--- config.mk ---
export PLATFORM = sky130hd
export DESIGN_NAME = adp_csr_bank
export DESIGN_NICKNAME = d
export VERILOG_FILES = /design/src/rtl/adp_csr_pkg.sv /design/src/rtl/adp_lane_merge.sv /design/src/rtl/adp_go_decode.sv /design/src/rtl/adp_status_sum.sv /design/src/rtl/adp_csr_bank.sv
export SDC_FILE = /design/constraint.sdc
export NUM_CORES = 1
export LEC_CHECK = 0
export BUFFER_PORTS_ARGS = -buffer_cell sky130_fd_sc_hd__buf_2
export CORE_UTILIZATION = 53
export CTS_CLUSTER_DIAMETER = 60
export CTS_CLUSTER_SIZE = 8
export DETAILED_ROUTE_END_ITERATION = 16
export GPL_ROUTABILITY_DRIVEN = 0
export PLACE_DENSITY_LB_ADDON = 0.3
export RECOVER_POWER = 50
export SKIP_LAST_GASP = 1
export SLEW_MARGIN = 20
export SYNTH_ARGS = -nofsm -noshare
export SYNTH_HDL_FRONTEND = slang
export SYNTH_HIERARCHICAL = 1
export SYNTH_SLANG_ARGS = --single-unit
--- constraint.sdc ---
create_clock -name clk -period 1.6 [get_ports clk]
set_input_delay 0.32 -clock clk [delete_from_list [all_inputs] [get_ports clk]]
set_output_delay 0.32 -clock clk [all_outputs]
set_load 0.02 [all_outputs]
--- src/rtl/adp_csr_pkg.sv ---
`timescale 1ns/1ps
package adp_csr_pkg;
    localparam int DATA_W   = 16;
    localparam int IDX_W    = 3;
    localparam int FUNC_W   = 5;
    localparam int EXT_W    = 6;
    localparam int ERR_W    = 8;
    localparam int UNIT_W   = 5;
    localparam int PAT_W    = 4;
    localparam int WCHK_W   = 2;
    localparam int XFER_MIN = 20;

    // error byte positions (bit k of the byte is word bit 8+k)
    localparam int E_MXF = 1;
    localparam int E_PGE = 2;
    localparam int E_PAR = 5;

    typedef enum logic [IDX_W-1:0] {
        RG_CTL1 = 3'd0,
        RG_WCNT = 3'd1,
        RG_BADR = 3'd2,
        RG_CTL2 = 3'd3,
        RG_DBUF = 3'd4,
        RG_BEXT = 3'd5,
        RG_CTL3 = 3'd6,
        RG_NONE = 3'd7
    } reg_idx_e;
endpackage

--- src/rtl/adp_lane_merge.sv ---
`timescale 1ns/1ps
module adp_lane_merge #(
    parameter int W = 16
) (
    input  logic [W-1:0]     cur,
    input  logic [W-1:0]     wdata,
    input  logic [W/8-1:0]   be,
    output logic [W-1:0]     merged
);
    localparam int LANES = W / 8;
    for (genvar g = 0; g < LANES; g++) begin : g_lane
        assign merged[g*8 +: 8] = be[g] ? wdata[g*8 +: 8] : cur[g*8 +: 8];
    end
endmodule

--- src/rtl/adp_go_decode.sv ---
`timescale 1ns/1ps
module adp_go_decode #(
    parameter int FUNC_W   = 5,
    parameter int XFER_MIN = 20
) (
    input  logic              ctl_lo_wr,
    input  logic [FUNC_W:0]   cmd,
    input  logic              done,
    output logic              go_req,
    output logic              xfer_start,
    output logic              pgm_err
);
    logic is_xfer;
    assign go_req     = ctl_lo_wr && cmd[0];
    assign is_xfer    = (int'(cmd[FUNC_W:1]) >= XFER_MIN);
    assign pgm_err    = go_req && is_xfer && !done;
    assign xfer_start = go_req && is_xfer && done;
endmodule

--- src/rtl/adp_status_sum.sv ---
`timescale 1ns/1ps
module adp_status_sum #(
    parameter int ERR_W = 8
) (
    input  logic [ERR_W-1:0] err,
    input  logic             diag,
    output logic             tre,
    output logic             sc
);
    assign tre = |err;
    assign sc  = tre || diag;
endmodule

--- src/rtl/adp_csr_bank.sv ---
`timescale 1ns/1ps
module adp_csr_bank
    import adp_csr_pkg::*;
#(
    parameter int DW = DATA_W,
    parameter int IW = IDX_W
) (
    input  logic                clk,
    input  logic                rst_n,
    input  logic                acc_en,
    input  logic                acc_wr,
    input  logic [IW-1:0]       acc_idx,
    input  logic [DW/8-1:0]     acc_be,
    input  logic [DW-1:0]       acc_wdata,
    output logic [DW-1:0]       acc_rdata,
    output logic                acc_err,
    input  logic                done_set,
    input  logic [ERR_W-1:0]    err_set,
    input  logic [WCHK_W-1:0]   wchk_set,
    output logic                go_pulse,
    output logic [FUNC_W-1:0]   go_func
);
    localparam int LANES = DW / 8;

    reg_idx_e idx;
    assign idx = reg_idx_e'(acc_idx);

    // state
    logic [DW-1:0]     wc_q, ba_q, db_q;
    logic [EXT_W-1:0]  bext_q;
    logic              done_q, ie_q, diag_q;
    logic [UNIT_W-1:0] lo2_q;
    logic [ERR_W-1:0]  err_q;
    logic [WCHK_W-1:0] wchk_q;
    logic [PAT_W-1:0]  pat_q;
    logic              go_pulse_q;
    logic [FUNC_W-1:0] go_func_q;

    // write strobes
    logic wr, wr_ctl1_lo, wr_ctl1_hi, wr_ctl2_lo, wr_ctl2_hi, wr_ext_lo, wr_ctl3_lo;
    logic tre_clr, ctl_clear, diag_rise;
    assign wr         = acc_en && acc_wr;
    assign wr_ctl1_lo = wr && (idx == RG_CTL1) && acc_be[0];
    assign wr_ctl1_hi = wr && (idx == RG_CTL1) && acc_be[1];
    assign wr_ctl2_lo = wr && (idx == RG_CTL2) && acc_be[0];
    assign wr_ctl2_hi = wr && (idx == RG_CTL2) && acc_be[1];
    assign wr_ext_lo  = wr && (idx == RG_BEXT) && acc_be[0];
    assign wr_ctl3_lo = wr && (idx == RG_CTL3) && acc_be[0];
    assign tre_clr    = wr_ctl1_hi && acc_wdata[14];
    assign ctl_clear  = wr_ctl2_lo && acc_wdata[5];
    assign diag_rise  = wr_ctl2_hi &&
                        ((acc_wdata[8+E_MXF] && !err_q[E_MXF]) ||
                         (acc_wdata[8+E_PAR] && !err_q[E_PAR]));

    // start decode
    logic go_req, xfer_start, pgm_err;
    adp_go_decode #(.FUNC_W(FUNC_W), .XFER_MIN(XFER_MIN)) u_go (
        .ctl_lo_wr (wr_ctl1_lo),
        .cmd       (acc_wdata[FUNC_W:0]),
        .done      (done_q),
        .go_req    (go_req),
        .xfer_start(xfer_start),
        .pgm_err   (pgm_err)
    );

    // byte-lane data registers
    logic [DW-1:0] wc_m, ba_m, db_m;
    adp_lane_merge #(.W(DW)) u_mwc (.cur(wc_q), .wdata(acc_wdata), .be(acc_be), .merged(wc_m));
    adp_lane_merge #(.W(DW)) u_mba (.cur(ba_q), .wdata(acc_wdata), .be(acc_be), .merged(ba_m));
    adp_lane_merge #(.W(DW)) u_mdb (.cur(db_q), .wdata(acc_wdata), .be(acc_be), .merged(db_m));

    // summary bits
    logic tre, sc;
    adp_status_sum #(.ERR_W(ERR_W)) u_sum (.err(err_q), .diag(diag_q), .tre(tre), .sc(sc));

    // next state
    logic [ERR_W-1:0]  err_n;
    logic [WCHK_W-1:0] wchk_n;
    logic [EXT_W-1:0]  bext_n;
    logic              done_n, diag_n, ie_n;
    always_comb begin
        err_n = err_q;
        if (tre_clr || xfer_start) err_n = '0;
        if (pgm_err) err_n[E_PGE] = 1'b1;
        if (wr_ctl2_hi) begin
            err_n[E_MXF] = acc_wdata[8+E_MXF];
            err_n[E_PAR] = acc_wdata[8+E_PAR];
        end
        err_n = err_n | err_set;

        wchk_n = wchk_q;
        if (tre_clr || xfer_start) wchk_n = '0;
        wchk_n = wchk_n | wchk_set;

        done_n = done_q;
        if (xfer_start) done_n = 1'b0;
        if (done_set)   done_n = 1'b1;

        diag_n = diag_q;
        if (tre_clr)   diag_n = 1'b0;
        if (diag_rise) diag_n = 1'b1;

        bext_n = bext_q;
        if (wr_ctl1_hi && done_q) bext_n[1:0] = acc_wdata[9:8];
        if (wr_ext_lo)            bext_n      = acc_wdata[EXT_W-1:0];

        ie_n = ie_q;
        if (wr_ctl1_lo || wr_ctl3_lo) ie_n = acc_wdata[6];
    end

    always_ff @(posedge clk or negedge rst_n) begin
        if (!rst_n) begin
            wc_q <= '0; ba_q <= '0; db_q <= '0; bext_q <= '0;
            done_q <= 1'b1; ie_q <= 1'b0; diag_q <= 1'b0;
            lo2_q <= '0; err_q <= '0; wchk_q <= '0; pat_q <= '0;
            go_pulse_q <= 1'b0; go_func_q <= '0;
        end else if (ctl_clear) begin
            wc_q <= '0; ba_q <= '0; db_q <= '0; bext_q <= '0;
            done_q <= 1'b1; ie_q <= 1'b0; diag_q <= 1'b0;
            lo2_q <= '0; err_q <= '0; wchk_q <= '0; pat_q <= '0;
            go_pulse_q <= 1'b0; go_func_q <= '0;
        end else begin
            if (wr && idx == RG_WCNT) wc_q <= wc_m;
            if (wr && idx == RG_BADR) ba_q <= {ba_m[DW-1:1], 1'b0};
            if (wr && idx == RG_DBUF) db_q <= db_m;
            if (wr_ctl2_lo) lo2_q <= acc_wdata[UNIT_W-1:0];
            if (wr_ctl3_lo) pat_q <= acc_wdata[PAT_W-1:0];
            bext_q <= bext_n;
            done_q <= done_n;
            ie_q   <= ie_n;
            diag_q <= diag_n;
            err_q  <= err_n;
            wchk_q <= wchk_n;
            go_pulse_q <= go_req && !pgm_err;
            if (go_req && !pgm_err) go_func_q <= acc_wdata[FUNC_W:1];
        end
    end

    assign go_pulse = go_pulse_q;
    assign go_func  = go_func_q;

    // read path
    always_comb begin
        acc_rdata = '0;
        acc_err   = 1'b0;
        unique case (idx)
            RG_CTL1: acc_rdata = {sc, tre, 4'b0, bext_q[1:0], done_q, ie_q, 6'b0};
            RG_WCNT: acc_rdata = wc_q;
            RG_BADR: acc_rdata = ba_q;
            RG_CTL2: acc_rdata = {err_q, 2'b11, 1'b0, lo2_q};
            RG_DBUF: acc_rdata = db_q;
            RG_BEXT: acc_rdata = {{(DW-EXT_W){1'b0}}, bext_q};
            RG_CTL3: acc_rdata = {3'b0, wchk_q, 4'b0, ie_q, 2'b0, pat_q};
            RG_NONE: acc_err   = acc_en;
        endcase
    end
endmodule

==> impl_metrics.ini, run 1 <==
[worst_setup_path]
crit_buf_inv = 1
crit_arrival_ns = 1.72
path_cells = nor4_4 -> nand4b_1 -> mux2i_1 -> o221ai_2 -> buf_2
cpPeakStageDelay_ns = 0.42
endpoint_kind = output pin
startpoint = err_q[1]
crit_fanout = 2
rrSetupSlack_ns = 0.07
r2r_start = done_q
rr_endpoint = err_q[2]
worstSetupPathType = reg2out
worstSetupStartpointType = register
rr_worst_depth = 6
critical_path.top_delay_family = simple AND/OR/NAND/NOR gates
critical_path_required_ns = 1.28
cp_slowest_cell = dfrtp_1

[timing]
slew_violations = 0
clock_skew_ns = 0.0116
max_freq_mhz = 491
holdWs_ns = 0.161
relSlewSlack = 0.371
fin_ws_ns = -0.438
fin_crit_ns = 2.04
setup_tns_ns = -2.56
setup_viol = 16
rsz0062_at_grt = true
tightest_slew_ns = 0.943
final_hold_viol_count = 0
finalCritPeriodShare = 1.27

[detailed_routing]
dr_wl_met3_um = 1300
routed-wl-met2_um = 7330
drc = 0
ant_nets = 0
vias_per_cell = 6.14
wl_per_cell_um = 20.2
drt_wl_total_um = 15400
vias = 4671
first_iter_violations = 467
firstDrtPassIters = 5
wl_met1_um = 6180
routed.top_layer = met4

[power_and_ir_drop]
powerDensity_mw_per_mm2 = 986
pwr-share-comb = 0.267
power_frac_clock = 0.314
power_mw = 6.33
leakage_nw = 3.03
p_sw_mw = 1.86
internal-power_mw = 4.46
peakVddDrop_mv = 0.543
p_sw_frac = 0.295
p_seq_frac = 0.419

[placement]
post-place-ws_ns = -0.308
numPortBuffers = 58
dp.cells = 726
post-dp-hpwl_um = 10100

[clock_tree]
clk_latency_ns = 0.36
cts_tree = yes
clk_path_buf_depth = 2
cts-root-buf = clkbuf_8
htree_num_levels = 3
cts.reportedPaths.clkPinSlew_ns = 0.08
clock-sinks = 81
cts_buffers = 9

[logic_synthesis]
synth.avg_cell_area_um2 = 9.38
yosysWarningCount = 6
syn_area_mm2 = 0.00483
syn-instance-count = 515
synth.net_count = 551

[floorplan]
die-height_um = 97.5
rows = 34
die_area_mm2 = 0.00950
num_io_pins = 59
coreArea_mm2 = 0.00876
start_util = 0.551
die_w_um = 97.5

[outcome]
violations = negative setup slack
status = finished with violations

[hold_path]
min_delay_worst_endpoint = done_q
min_delay_path_depth = 2
hp-start = done_set
hp-class = in2reg

[final_layout]
stdcell_count = 761
n_antenna_cell = 0
fin_nets = 684
drive_gt1_frac = 0.412
areaGrowthSynthToFinish_pct = 32.7
num-fill-cells = 614

[grt]
grt_max_degree = 52
grt_usage = 0.326
gr-total-overflow = 0
grt_pass1_wl_um = 24100
grt_pass1_vias = 4636
antenna_found_initial = 0

[flow_run]
drv_cap = 0
-- state kept, by name, indices dropped and copies added (netlist names) --
signal,flops
ba_q,15
bext_q,6
db_q,16
diag_q,1
done_q,1
err_q,8
go_func,5
go_pulse,1
ie_q,1
lo2_q,5
pat_q,4
wc_q,16
wchk_q,2
-- placed cells by master (no fill, tap or decap), types with 3 or more instances in the layout --
cell / n
mux2_4: 48
mux2i_2: 3
a21oi_2: 6
nand2b_1: 3
buf_12: 4
a221oi_2: 4
o221ai_2: 5
nand2_1: 117
mux2i_1: 20
a22oi_2: 3
clkbuf_8: 9
o21ai_0: 11
dfrtp_1: 80
nand3_1: 7
a21oi_1: 69
nor2_4: 3
mux2_2: 3
clkbuf_1: 5
a211oi_1: 3
buf_6: 12
inv_1: 8
nor2_1: 36
a22oi_1: 6
bufinv_16: 4
buf_2: 39
buf_4: 96
-- power groups by stage --
stage	combinational (mW)	sequential (mW)	clock [mW]
after floorplan	0.984	2.60	0
after global placement	1.39	2.64	0
after detailed placement	1.44	2.67	0
after CTS	1.61	2.63	2.00
after global routing	1.81	2.69	2.08
final	1.69	2.65	1.98
-- through the flow --
stage,cell area (um^2),util
2_1_floorplan,4940,-
3_3_place_gp,5790,0.661
3_5_place_dp,5790,0.661
4_1_cts,6310,0.720
5_1_grt,6410,0.732
6_report,6410,0.732
-- worst max path at each step --
stage	to	cells after the start
2_1_floorplan	go_func[0]	10
3_3_place_gp	acc_rdata[10]	7
3_5_place_dp	acc_rdata[2]	7
4_1_cts	acc_rdata[15]	5
5_1_grt	acc_rdata[15]	5
6_report	acc_rdata[15]	5
-- worst reg2reg max path, cell delays in order (launching register included) --
cell	delay, ns
dfstp_2	0.59
buf_4	0.16
inv_1	0.06
nor2_2	0.14
a41oi_2	0.12
a211oi_2	0.30
nor2_1	0.06
-- per-layer routing --
metal  up-vias  global-route usage
met5         -                   0
met2       286               0.522
met4         0               0.161
met3        64              0.0511
met1      2261               0.429
li1       2060                   -
-- timing repair --
| item | CTS | global route |
|---|---|---|
| setup endpoints to repair | 16 | 19 |
| endpoints found under the hold margin | 13 | 0 |
| resized for setup | 46 | 13 |
| hold buffers | 1 | 0 |
| pin swaps | 11 | 6 |
| setup buffers | 9 | 9 |
-- area by class of cell --
| type | count | area (um^2) | share of cell area |
|---|---|---|---|
| Clock inverter | 5 | 128 | 0.0199 |
| Clock buffer | 11 | 131 | 0.0205 |
| Multi-Input combinational cell | 390 | 2790 | 0.435 |
| Sequential cell | 81 | 2030 | 0.316 |
| Tap cell | 108 | 135 | 0.0211 |
| Inverter | 8 | 30.0 | 0.00468 |
| Timing Repair Buffer | 158 | 1170 | 0.182 |
No activity file was read; power rests on OpenSTA's default activity.
==> run 2: changes to the inputs <==
- BUFFER_PORTS_ARGS: -buffer_cell sky130_fd_sc_hd__buf_2 -> default
- CORE_UTILIZATION: 53 -> 58
- DONT_BUFFER_PORTS: default -> 1
==> impl_metrics.ini, run 2 (same netlist as run 1, synthesis figures left out) <==
[floorplan]
die_area_mm2 = 0.00870
die_w_um = 93.3
num_io_pins = 59
coreArea_mm2 = 0.00789
die-height_um = 93.3
rows = 32
start_util = 0.613

[placement]
dpl_cell_area_mm2 = 0.00514
post-place-ws_ns = -0.101
numPortBuffers = 0
dp.cells = 619
post-dp-hpwl_um = 9070

[worst_setup_path]
worstSetupPathType = reg2out
crit_arrival_ns = 1.61
startpoint = err_q[0]
worstSetupStartpointType = register
rrSetupSlack_ns = 0.11
rr_endpoint = err_q[1]
crit_fanout = 2
r2r_start = done_q
rr_worst_depth = 6
critical_path_required_ns = 1.28
endpoint_kind = output pin

[final_layout]
n_antenna_cell = 0
num-fill-cells = 591
layout_commonest_cell = nand2_1
stdcell_count = 641
final_cell_mix = 118 x nand2_1, 80 x dfrtp_1, 71 x a21oi_1
drive_gt1_frac = 0.271
fin_util = 0.690
fin_nets = 572
finalInstanceArea_mm2 = 0.00544
areaGrowthSynthToFinish_pct = 12.6
reg_top3 = db_q (16), wc_q (16), ba_q (15)

[grt]
top_usage_layer = met2
grt_pass1_vias = 4049
gr-usage-met1 = 0.481
grt_usage = 0.334
use_met2 = 0.504
grt_max_degree = 82
grt_pass1_wl_um = 21900
antenna_found_initial = 0
gr-total-overflow = 0
met3_usage = 0.0683

[outcome]
status = finished with violations
violations = negative hold slack, negative setup slack

[timing]
fin_crit_ns = 1.93
relSlewSlack = 0.656
holdWs_ns = -0.361
final_hold_viol_count = 81
tightest_slew_ns = 0.517
max_freq_mhz = 519
slew_violations = 0
fin_ws_ns = -0.326
setup_viol = 11
rsz0062_at_grt = true
clock_skew_ns = 0.00747
finalCritPeriodShare = 1.20

[detailed_routing]
drt_wl_total_um = 13500
vias = 4070
drc = 0
wl_per_cell_um = 21.1
first_iter_violations = 395
vias_per_cell = 6.35
ant_nets = 0
firstDrtPassIters = 5

[hold_path]
hp-class = in2async

[clock_tree]
cts_buffers = 9
cts_tree = yes
clk_path_buf_depth = 2
clock-sinks = 81
clk_latency_ns = 0.36
cts.reportedPaths.clkPinSlew_ns = 0.09
cts-root-buf = clkbuf_8
htree_num_levels = 3

[power_and_ir_drop]
peakVddDrop_mv = 0.452
power_mw = 5.18
leakage_nw = 2.44
powerDensity_mw_per_mm2 = 952

[flow_run]
drv_cap = 0
## run 2: what timing repair did
action / in CTS / in global routing
endpoints found under the hold margin: 81 / 81
gates resized for setup: 6 / 9
endpoints found under the setup margin: 12 / 15
pin swaps: 9 / 9
buffers inserted: 8 / 1
## run 2: layer usage
layer / vias up / part of all wire
met3: 33 / 0.076
met2: 186 / 0.47
met1: 2014 / 0.43
met4: 0 / 0.024
li1: 1837 / -
met5: - / 0
## run 2: power by group
part	internal (mW)	leakage, nW	switching (mW)
registers	2.37	1.02	0.318
logic	0.688	1.34	0.518
clock network	0.539	0.0778	0.746
total	3.60	2.44	1.58
## run 2: worst max-delay path by stage
stage | to | depth (start not counted)
2_1_floorplan | go_func[0] | 10
3_5_place_dp | go_func[2] | 8
3_3_place_gp | go_func[0] | 8
4_1_cts | acc_rdata[15] | 4
6_report | acc_rdata[15] | 4
5_1_grt | acc_rdata[15] | 4
## run 2: metrics by stage
step	hold WS (ns)	setup TNS, ns
5_1_grt	-0.374	-2.26
4_1_cts	-0.357	-1.48
3_3_place_gp	0.0277	-0.212
3_5_place_dp	0.0273	-0.592
2_1_floorplan	0.0244	-1.24
6_report	-0.361	-1.59
## run 2: critical path, cell delays in order (launching register included)
cell      delay, ns
dfrtp_1        0.43
nor4_4         0.30
nand4b_1       0.15
mux2i_1        0.18
o221ai_2       0.20
## run 2: layout make-up
class | count | area (um^2) | share of cell area
tap | 102 | 128 | 0.0235
clock inverter | 4 | 22.5 | 0.00414
sequential | 81 | 2030 | 0.373
timing repair buffer | 46 | 367 | 0.0674
clock buffer | 10 | 128 | 0.0235
inverter | 8 | 30.0 | 0.00552
multi-input combinational | 390 | 2740 | 0.503
